$ cat src/rtl/intgate_dispatch.sv
module intgate_dispatch #(
  parameter int IF_BIT = 9
) (
  input  logic        clk,
  input  logic        rst_n,
  input  logic        start,
  input  logic [7:0]  vector,
  input  logic [47:0] idt_reg,
  input  logic [1:0]  cur_priv,
  input  logic [1:0]  tgt_priv,
  input  logic [31:0] cur_flags,
  input  logic [15:0] cur_cs,
  input  logic [31:0] cur_ip,
  input  logic [15:0] cur_ss,
  input  logic [31:0] cur_sp,
  input  logic [31:0] inner_sp,
  output logic        rd_valid,
  output logic [31:0] rd_addr,
  input  logic        rd_ready,
  input  logic [31:0] rd_data,
  output logic        wr_en,
  output logic        wr_wide,
  output logic [31:0] wr_addr,
  output logic [31:0] wr_data,
  output logic        busy,
  output logic        done,
  output logic        fault,
  output logic [15:0] out_cs,
  output logic [31:0] out_ip,
  output logic [31:0] out_flags
);

  typedef enum logic [2:0] {
    ST_IDLE, ST_RLO, ST_RHI, ST_DEC, ST_PUSH, ST_DONE, ST_FLT
  } state_t;

  state_t      st;
  logic [31:0] slot_r, lo_r, hi_r, flags_r, ip_r, sp_old_r, stk_r;
  logic [15:0] cs_r, ss_r;
  logic        chg_r, wide_r;
  logic [2:0]  idx_r;

  logic        in_limit, gate_ok;
  logic [3:0]  gtype;
  logic [31:0] item, step;

  assign in_limit = {5'd0, vector, 3'b111} <= idt_reg[15:0];
  assign gtype    = hi_r[11:8];
  assign gate_ok  = hi_r[15] && !hi_r[12] && (gtype[2:1] == 2'b11);
  assign step     = wide_r ? 32'd4 : 32'd2;

  always_comb begin
    case (idx_r)
      3'd0:    item = {16'd0, ss_r};
      3'd1:    item = sp_old_r;
      3'd2:    item = flags_r;
      3'd3:    item = {16'd0, cs_r};
      default: item = ip_r;
    endcase
  end

  assign busy     = (st != ST_IDLE);
  assign done     = (st == ST_DONE);
  assign fault    = (st == ST_FLT);
  assign rd_valid = (st == ST_RLO) || (st == ST_RHI);
  assign rd_addr  = (st == ST_RHI) ? slot_r + 32'd4 : slot_r;
  assign wr_en    = (st == ST_PUSH);
  assign wr_wide  = wide_r;
  assign wr_addr  = stk_r - step;
  assign wr_data  = wide_r ? item : {16'd0, item[15:0]};

  always_ff @(posedge clk) begin
    if (!rst_n) begin
      st        <= ST_IDLE;
      slot_r    <= '0;
      lo_r      <= '0;
      hi_r      <= '0;
      flags_r   <= '0;
      ip_r      <= '0;
      sp_old_r  <= '0;
      stk_r     <= '0;
      cs_r      <= '0;
      ss_r      <= '0;
      chg_r     <= 1'b0;
      wide_r    <= 1'b0;
      idx_r     <= '0;
      out_cs    <= '0;
      out_ip    <= '0;
      out_flags <= '0;
    end else begin
      case (st)
        ST_IDLE: if (start) begin
          slot_r   <= idt_reg[47:16] + {21'd0, vector, 3'd0};
          flags_r  <= cur_flags;
          cs_r     <= cur_cs;
          ip_r     <= cur_ip;
          ss_r     <= cur_ss;
          sp_old_r <= cur_sp;
          chg_r    <= (cur_priv != tgt_priv);
          stk_r    <= (cur_priv != tgt_priv) ? inner_sp : cur_sp;
          st       <= in_limit ? ST_RLO : ST_FLT;
        end
        ST_RLO: if (rd_ready) begin
          lo_r <= rd_data;
          st   <= ST_RHI;
        end
        ST_RHI: if (rd_ready) begin
          hi_r <= rd_data;
          st   <= ST_DEC;
        end
        ST_DEC: begin
          if (gate_ok) begin
            wide_r    <= gtype[3];
            idx_r     <= chg_r ? 3'd0 : 3'd2;
            out_cs    <= lo_r[31:16];
            out_ip    <= {gtype[3] ? hi_r[31:16] : 16'd0, lo_r[15:0]};
            out_flags <= gtype[0] ? flags_r : (flags_r & ~(32'd1 << IF_BIT));
            st        <= ST_PUSH;
          end else begin
            st <= ST_FLT;
          end
        end
        ST_PUSH: begin
          stk_r <= wr_addr;
          idx_r <= idx_r + 3'd1;
          if (idx_r == 3'd4) st <= ST_DONE;
        end
        default: st <= ST_IDLE;
      endcase
    end
  end

endmodule


$ cat config.mk
export PLATFORM = sky130hd
export DESIGN_NAME = intgate_dispatch
export DESIGN_NICKNAME = d
export VERILOG_FILES = /design/src/rtl/intgate_dispatch.sv
export SDC_FILE = /design/constraint.sdc
export NUM_CORES = 1
export LEC_CHECK = 0
export BUFFER_PORTS_ARGS = -buffer_cell sky130_fd_sc_hd__buf_4
export CORE_UTILIZATION = 53
export CTS_CLUSTER_SIZE = 10
export DETAILED_ROUTE_END_ITERATION = 6
export GPL_ROUTABILITY_DRIVEN = 0
export PLACE_DENSITY = 0.87
export SYNTH_ARGS = -nofsm -noshare
export SYNTH_HDL_FRONTEND = slang
export SYNTH_SLANG_ARGS = --single-unit
export TNS_END_PERCENT = 100
$ cat constraint.sdc
create_clock -name clk -period 3.6 [get_ports clk]
set_input_delay 0 -clock clk [delete_from_list [all_inputs] [get_ports clk]]
set_output_delay 0 -clock clk [all_outputs]
set_load 0.02 [all_outputs]
==> summary.txt, run 1 <==
Synth
  • EDFF count, synth: 0
  • Most used flip-flop cell after synthesis: dfxtp_1
  • Async S/R FF share, synth: 0
  • Avg Cell Area, Syn: just under 8 sq um
  • Synthesized cell area: approximately 0.016 sq mm
  • Mapped Cells: just under 2000
  • Netlist cell types: 78
  • Syn nets: between 2000 and 2500
  • Yosys reg bits: 334
  • Seq/Total Area, Yosys: 0.4312
  • Synthesis Warnings: 0

Drt
  • ANT nets after route: 0
  • Via density: a little over 6
  • Final wirelength: 65590 microns
  • DRT Pass-1 Iters: 7
  • Via count: 18503
  • Number of DRC markers in iteration 0: around 2700
  • DR WL/cell: between 20 and 25 microns
  • # DRC: 29

STA
  • RSZ-0062 raised after global routing: false
  • Tightest Pin Transition: roughly 1.1 ns
  • Clock skew: approximately 0.022 ns
  • TNS Setup: 0 ns
  • Slew Limit Fails: 0
  • Worst rel slew slack: 0.2828
  • Period minus WS final: between 3 and 4 ns
  • WHS: between 0.04 and 0.05 ns
  • Final Hold Fails: 0
  • Share of the cycle needed by the critical path after routing: 0.9364
  • Setup violators final: 0
  • Max frequency: a little under 0.3 GHz

Worst setup path
  • Startpoint types: input pin
  • R2r worst-path depth: 7
  • CP max FO: 9
  • Worst r2r src: st[0]
  • Crit path launch: idt_reg[26]
  • Crit end category: flip-flop
  • Worst EP arrival: 3.82 ns
  • Req. time, crit path: between 4 and 5 ns
  • Flop-to-flop setup slack: between 0.5 and 0.6 ns
  • Crit path to: slot_r[31]
  • RR Endpoint: stk_r[24]
  • Kind of critical path: in -> reg

Clock tree
  • Clock-pin slew on the worst setup and hold paths: 0.05 ns
  • Clk sink count: roughly 330
  • Clock buffer depth: 3
  • Worst skew pair latency: around 0.52 ns
  • Root buffer cell: clkbuf_16
  • TritonCTS clock tree: done
  • H-tree depth: 2
  • CTS buffer count: 40

Finish
  • Layout cells sized above 1: 0.2132
  • Post-layout instance area: ~0.023 sq mm
  • Final net count: between 2000 and 3000
  • P&R area growth vs syn: 45.56%
  • Number of fill cells: 1700
  • Register area: 0.006686 sq mm
  • Multi-input gate area: 0.008167 sq mm

Floorplan
  • Ports: approximately 440
  • Initial Util: 0.5388
  • DIE AREA: 0.02994 sq mm
  • FP Rows: 62
  • DIE HEIGHT: about 170 microns
  • Die Wd: 173.0 microns
  • Core ar.: between 0.02 and 0.03 sq mm

Global route
  • First-pass GRT wire length: approximately 100000 microns
  • Total track usage: 0.4223
  • Remaining global-route overflow: 0
  • Pin count of the biggest net entering global routing: about 120
  • Initial antenna violation count: 4
  • Number of global-route vias before repair: 18373

Power
  • Lkg Pwr: 9.269 nW
  • Clk pwr share: 0.358
  • IR drop worst, VDD: roughly 0.36 mV
  • Cell-internal power: ~7 mW
  • Power per cell area: 444.9 mW/mm^2
  • P_sw: between 3 and 4 mW
  • Sequential share of power: 0.415
  • Net Sw Frac: 0.3034
  • Logic pwr share: 0.227

Place
  • Dpl cell area: roughly 0.019 sq mm
  • I/O Buffers: 437
  • Detail Placement HPWL: 37530 microns

Job
  • Max cap viols: 0

Hold path
  • Hold WC Path Type: in -> reg

Outcome
  • Failing checks: DRC
  • Status: complete, but fails checks
[layout make-up]
type,instances,area share
antenna,2,0.0002217
timing repair buffer,712,0.2671
clock buffer,49,0.04762
inverter,25,0.004379
tap,384,0.02129
clock inverter,3,0.001330
sequential,334,0.2962
multi-input combinational,1471,0.3618
[layer usage]
metal / track usage / vias up / wire length, microns
met1: 0.4488 / 8366 / 21820
li1: - / 8024 / -
met4: 0.3890 / 4 / 6950
met5: 0 / - / 27
met2: 0.6687 / 1576 / 28960
met3: 0.1357 / 533 / 7831
[power by group through the flow]
stage,Clock (mW),Sequential [mW],Combinational [mW]
after floorplan,0,4.11,1.18
after global placement,0,4.19,1.88
after detailed placement,0,4.21,1.92
after CTS,3.58,4.13,2.15
after global routing,3.75,4.18,2.40
final,3.60,4.17,2.28
[registers in the layout (all words and copies together) (netlist names)]
| register | flops |
|---|---|
| chg_r | 1 |
| cs_r | 16 |
| flags_r | 32 |
| hi_r | 22 |
| idx_r | 3 |
| ip_r | 32 |
| lo_r | 32 |
| out_cs | 16 |
| out_flags | 32 |
| out_ip | 32 |
| slot_r | 32 |
| sp_old_r | 32 |
| ss_r | 16 |
| st | 3 |
| stk_r | 32 |
| wr_wide | 1 |
[through the flow]
stage                     instances  utilization  total power [mW]  setup WS, ns
after floorplan                1986            -             5.289        0.7306
after global placement         2682       0.6607             6.076         1.097
after detailed placement       2682       0.6607             6.131        0.9973
after CTS                      2977       0.7836             9.865        0.3075
after global routing           2980       0.7842             10.33       0.02237
final                          2980       0.7842             10.04        0.2289
[critical path, cell delays in order]
cell and delay (ns):
dlygate4sd3_1 0.54, buf_4 0.13, ha_1 0.35, o21ai_0 0.11, a21oi_1 0.66, nand3_1 0.28
or3_1 0.39, dlygate4sd3_1 0.57, a31oi_1 0.21, dlygate4sd3_1 0.58
[cell families after synthesis]
| kind of cell | synth area share |
|---|---|
| compound gates | 0.2025 |
| fa+ha+maj | 0.02195 |
| mux | 0.02340 |
| flops | 0.4312 |
| xor+xnor | 0.04640 |
| buf+inv | 0.04583 |
| simple gates | 0.2288 |
[cell usage after synthesis (25+ instances only)]
library cell    n  area [sq um]
xnor2_1        34         297.8
dfxtp_1       334          6686
a22oi_1        34         255.2
a21boi_0       42         315.3
nand3_1        48         240.2
a31oi_1        26         162.7
nor2_1         63         236.5
o21ai_0        54         270.3
xor2_1         45         394.1
a21oi_1       273          1366
nand2_1       576          2162
clkbuf_1      137         514.2
mux2i_1        25         250.2
[worst min-delay path by stage]
stage	from	to	slack (ns)	depth (start not counted)
2_1_floorplan	rd_data[10]	hi_r[10]	0.14	2
3_3_place_gp	cur_flags[17]	flags_r[17]	0.25	3
3_5_place_dp	cur_flags[18]	flags_r[18]	0.26	3
4_1_cts	idt_reg[12]	st[1]	0.02	6
5_1_grt	idt_reg[12]	st[1]	0.08	6
6_report	idt_reg[12]	st[1]	0.05	6
[cell usage in the layout, fill, tap and decap left out, drive strengths merged, types with 5 or more instances in the layout]
master and count:
inv 24, a31oi 26, a22oi 34, o211ai 9
nand3 49, and4 10, nand2 576, o21a 9
dfxtp 334, ha 24, nor4 10, a21boi 42
nor3 16, or4 9, or3 7, a222oi 16
nand4 17, a21oi 273, xnor2 35, clkbuf 49
mux2i 25, nand2b 6, dlygate4sd3 243, nor3b 6
mux2 10, o21ai 54, nor2b 5, o32a 6
buf 469, nor2 63, and2 11, xor2 45
and3 11
[timing repair]
| item | CTS | global route |
|---|---|---|
| setup endpoints to repair | 0 | 2 |
| resized for setup | 0 | 1 |
| hold buffers | 243 | 0 |
| setup buffers | 0 | 1 |
| hold endpoints to repair | 257 | 0 |
Power figures use the tool's default switching activity.
==> run 2, diff against run 1 <==
--- a/config.mk
+++ b/config.mk
@@ -11,6 +11,7 @@
 export DETAILED_ROUTE_END_ITERATION = 6
 export GPL_ROUTABILITY_DRIVEN = 0
 export PLACE_DENSITY = 0.87
+export REMOVE_ABC_BUFFERS = 1
 export SYNTH_ARGS = -nofsm -noshare
 export SYNTH_HDL_FRONTEND = slang
 export SYNTH_SLANG_ARGS = --single-unit
==> run 2 against run 1 <==
  * The flow still finishes with violations (DRC)
  * Cell count down 0.81%
  * Global-route usage rose by 0.35 points
  * Power down 1.6%
  * Worst setup slack got worse by 0.11 ns
==> summary.txt, run 2 (same netlist as run 1, synthesis figures left out) <==
Global route
  • Number of global-route vias before repair: 18444 (was 18373)
  • First-pass GRT wire length: 101200 microns (was 100300 microns)
  • Remaining global-route overflow: 0 (unchanged)
  • Initial antenna violation count: 7 (was 4)
  • Total track usage: 0.4257 (was 0.4223)
  • Pin count of the biggest net entering global routing: 139 (was 123)

Clock tree
  • Clock-pin slew on the worst setup and hold paths: 0.06 ns (was 0.05 ns)
  • Setup Buffers After CTS: 0 (unchanged)
  • TritonCTS clock tree: done (unchanged)
  • H-tree depth: 2 (unchanged)
  • CTS buffer count: 39 (was 40)
  • Clock buffer depth: 3 (unchanged)
  • Clk sink count: 334 (unchanged)
  • Root buffer cell: clkbuf_16 (unchanged)
  • Worst skew pair latency: 0.52 ns (about the same)

Outcome
  • Failing checks: DRC (unchanged)
  • Status: complete, but fails checks (unchanged)

STA
  • Share of the cycle needed by the critical path after routing: 0.9680 (was 0.9364)
  • Period minus WS final: 3.485 ns (was 3.371 ns)
  • Max frequency: 0.2870 GHz (was 0.2966 GHz)
  • Setup violators final: 0 (unchanged)
  • Slew Limit Fails: 0 (unchanged)
  • Clock skew: 0.01051 ns (was 0.02227 ns)
  • Worst rel slew slack: 0.2874 (was 0.2828)
  • RSZ-0062 raised after global routing: false (unchanged)
  • Final Hold Fails: 0 (unchanged)
  • WHS: 0.01328 ns (was 0.04820 ns)
  • Tightest Pin Transition: 1.065 ns (was 1.076 ns)

Finish
  • Most frequent cells in the layout: nand2_1 (575), buf_4 (460), dfxtp_1 (334) (was nand2_1 (576), buf_4 (463), dfxtp_1 (334))
  • Layout cells sized above 1: 0.2122 (was 0.2132)
  • Final net count: 2846 (was 2866)
  • P&R area growth vs syn: 43.80% (was 45.56%)
  • Utilization after layout: 0.7748 (was 0.7842)
  • Number of fill cells: 1721 (was 1700)
  • Commonest non-fill, non-tap cell in the layout: nand2_1 (unchanged)

Worst setup path
  • CP max stage delay: 0.76 ns (was 0.66 ns)
  • CP dominant cell by count: dlygate4sd3_1 (unchanged)
  • Startpoint types: input pin (unchanged)
  • Critical path's top delay family: buffers and inverters (unchanged)
  • CP Depth: 10 (unchanged)
  • Req. time, crit path: 4.00 ns (was 4.05 ns)
  • R2r worst-path depth: 7 (unchanged)
  • CP max FO: 6 (was 9)
  • Slowest cell on the critical path: a211oi_1 (was a21oi_1)
  • Kind of critical path: in -> reg (unchanged)
  • Crit-path cells: dlygate4sd3_1 > buf_4 > ha_1 > a21oi_1 > a211oi_1 > o21ai_0 > o21ai_0 > dlygate4sd3_1 > a31oi_1 > dlygate4sd3_1 (was dlygate4sd3_1 > buf_4 > ha_1 > o21ai_0 > a21oi_1 > nand3_1 > or3_1 > dlygate4sd3_1 > a31oi_1 > dlygate4sd3_1)
  • Worst EP arrival: 3.88 ns (was 3.82 ns)
  • Crit end category: flip-flop (unchanged)
  • Critical path buffers and inverters: 4 (unchanged)
  • Flop-to-flop setup slack: 0.59 ns (was 0.52 ns)

Floorplan
  • FP Rows: 62 (unchanged)
  • DIE HEIGHT: 173.0 microns (unchanged)
  • Initial Util: 0.5388 (unchanged)
  • Core ar.: 0.02878 sq mm (unchanged)
  • DIE AREA: 0.02994 sq mm (unchanged)
  • Ports: 438 (unchanged)
  • Die Wd: 173.0 microns (unchanged)

Drt
  • ANT nets after route: 0 (unchanged)
  • Via count: 18569 (was 18503)
  • Met2 wire length: 29670 microns (was 28960 microns)
  • DR WL/cell: 22.31 microns (was 22.01 microns)
  • Final wirelength: 65950 microns (was 65590 microns)
  • Met3 Wirelength: 8285 microns (was 7831 microns)
  • Max layer used: met5 (unchanged)
  • Via density: 6.282 (was 6.209)
  • Wl on met1: 22370 microns (was 21820 microns)
  • Number of DRC markers in iteration 0: 2559 (was 2681)
  • DRT Pass-1 Iters: 7 (unchanged)
  • # DRC: 13 (was 29)

Hold path
  • Cells on Worst Hold Path: 4 (was 6)
  • Hold WC Path Type: in -> reg (unchanged)

Power
  • Lkg Pwr: 9.121 nW (was 9.269 nW)
  • Design Power: 9.880 mW (was 10.04 mW)
  • IR drop worst, VDD: 0.3890 mV (was 0.3595 mV)
  • Power per cell area: 443.1 mW/mm^2 (was 444.9 mW/mm^2)

Place
  • Detail Placement HPWL: 35730 microns (was 37530 microns)
  • I/O Buffers: 437 (unchanged)

Job
  • Max cap viols: 0 (unchanged)
## run 2: worst paths after layout
| check | to | start |
|---|---|---|
| worst max-delay path | slot_r[26] | idt_reg[26] |
| worst min-delay path | stk_r[17] | inner_sp[17] |
| worst max register to register | stk_r[29] | st[0] |
| worst min register to register | out_cs[0] | lo_r[16] |
## run 2: timing repair
item	in CTS	in global routing
setup endpoints to repair	0	3
hold buffers	230	0
hold endpoints to repair	251	0
resized for setup	0	3
## run 2: cell type report
class	instances	area [sq um]	share of cell area
repair buffers	693	5816	0.2608
inverters	25	105.1	0.004714
flip-flops and latches	334	6686	0.2999
multi-input cells	1471	8187	0.3672
well taps	384	480.5	0.02155
diodes	4	10.01	0.0004489
clock inverters	1	8.758	0.0003928
clock buffers	44	1005	0.04506
## run 2: worst register-to-register path, stage by stage, from the launching register on
cell and delay (ns):
dfxtp_1 0.81, or3b_2 0.56, clkinv_1 0.70, nor2_1 0.26, buf_4 0.26, nand3_1 0.10
o21ai_0 0.13, a31o_2 0.14
## run 2: routing by layer
metal / up-vias / GRT usage
li1: 7969 / -
met1: 8522 / 0.4710
met2: 1562 / 0.6741
met3: 508 / 0.1533
met4: 8 / 0.3160
met5: - / 0
## run 2: power breakdown
group / internal [mW] / total (mW) / switching, mW
clock network: 1.95 / 3.44 / 1.50
registers: 3.91 / 4.14 / 0.224
logic: 0.978 / 2.30 / 1.32
## run 2: stage by stage
| stage | TNS (ns) | cells | setup WS (ns) | instance area, sq um |
|---|---|---|---|---|
| 2_1_floorplan | -863.49 | 1830 | -6.718 | 14890 |
| 3_3_place_gp | 0 | 2677 | 0.7799 | 18960 |
| 3_5_place_dp | 0 | 2677 | 0.6743 | 18960 |
| 4_1_cts | 0 | 2952 | 0.1607 | 22280 |
| 5_1_grt | 0 | 2955 | 0.07048 | 22300 |
| 6_report | 0 | 2956 | 0.1152 | 22300 |
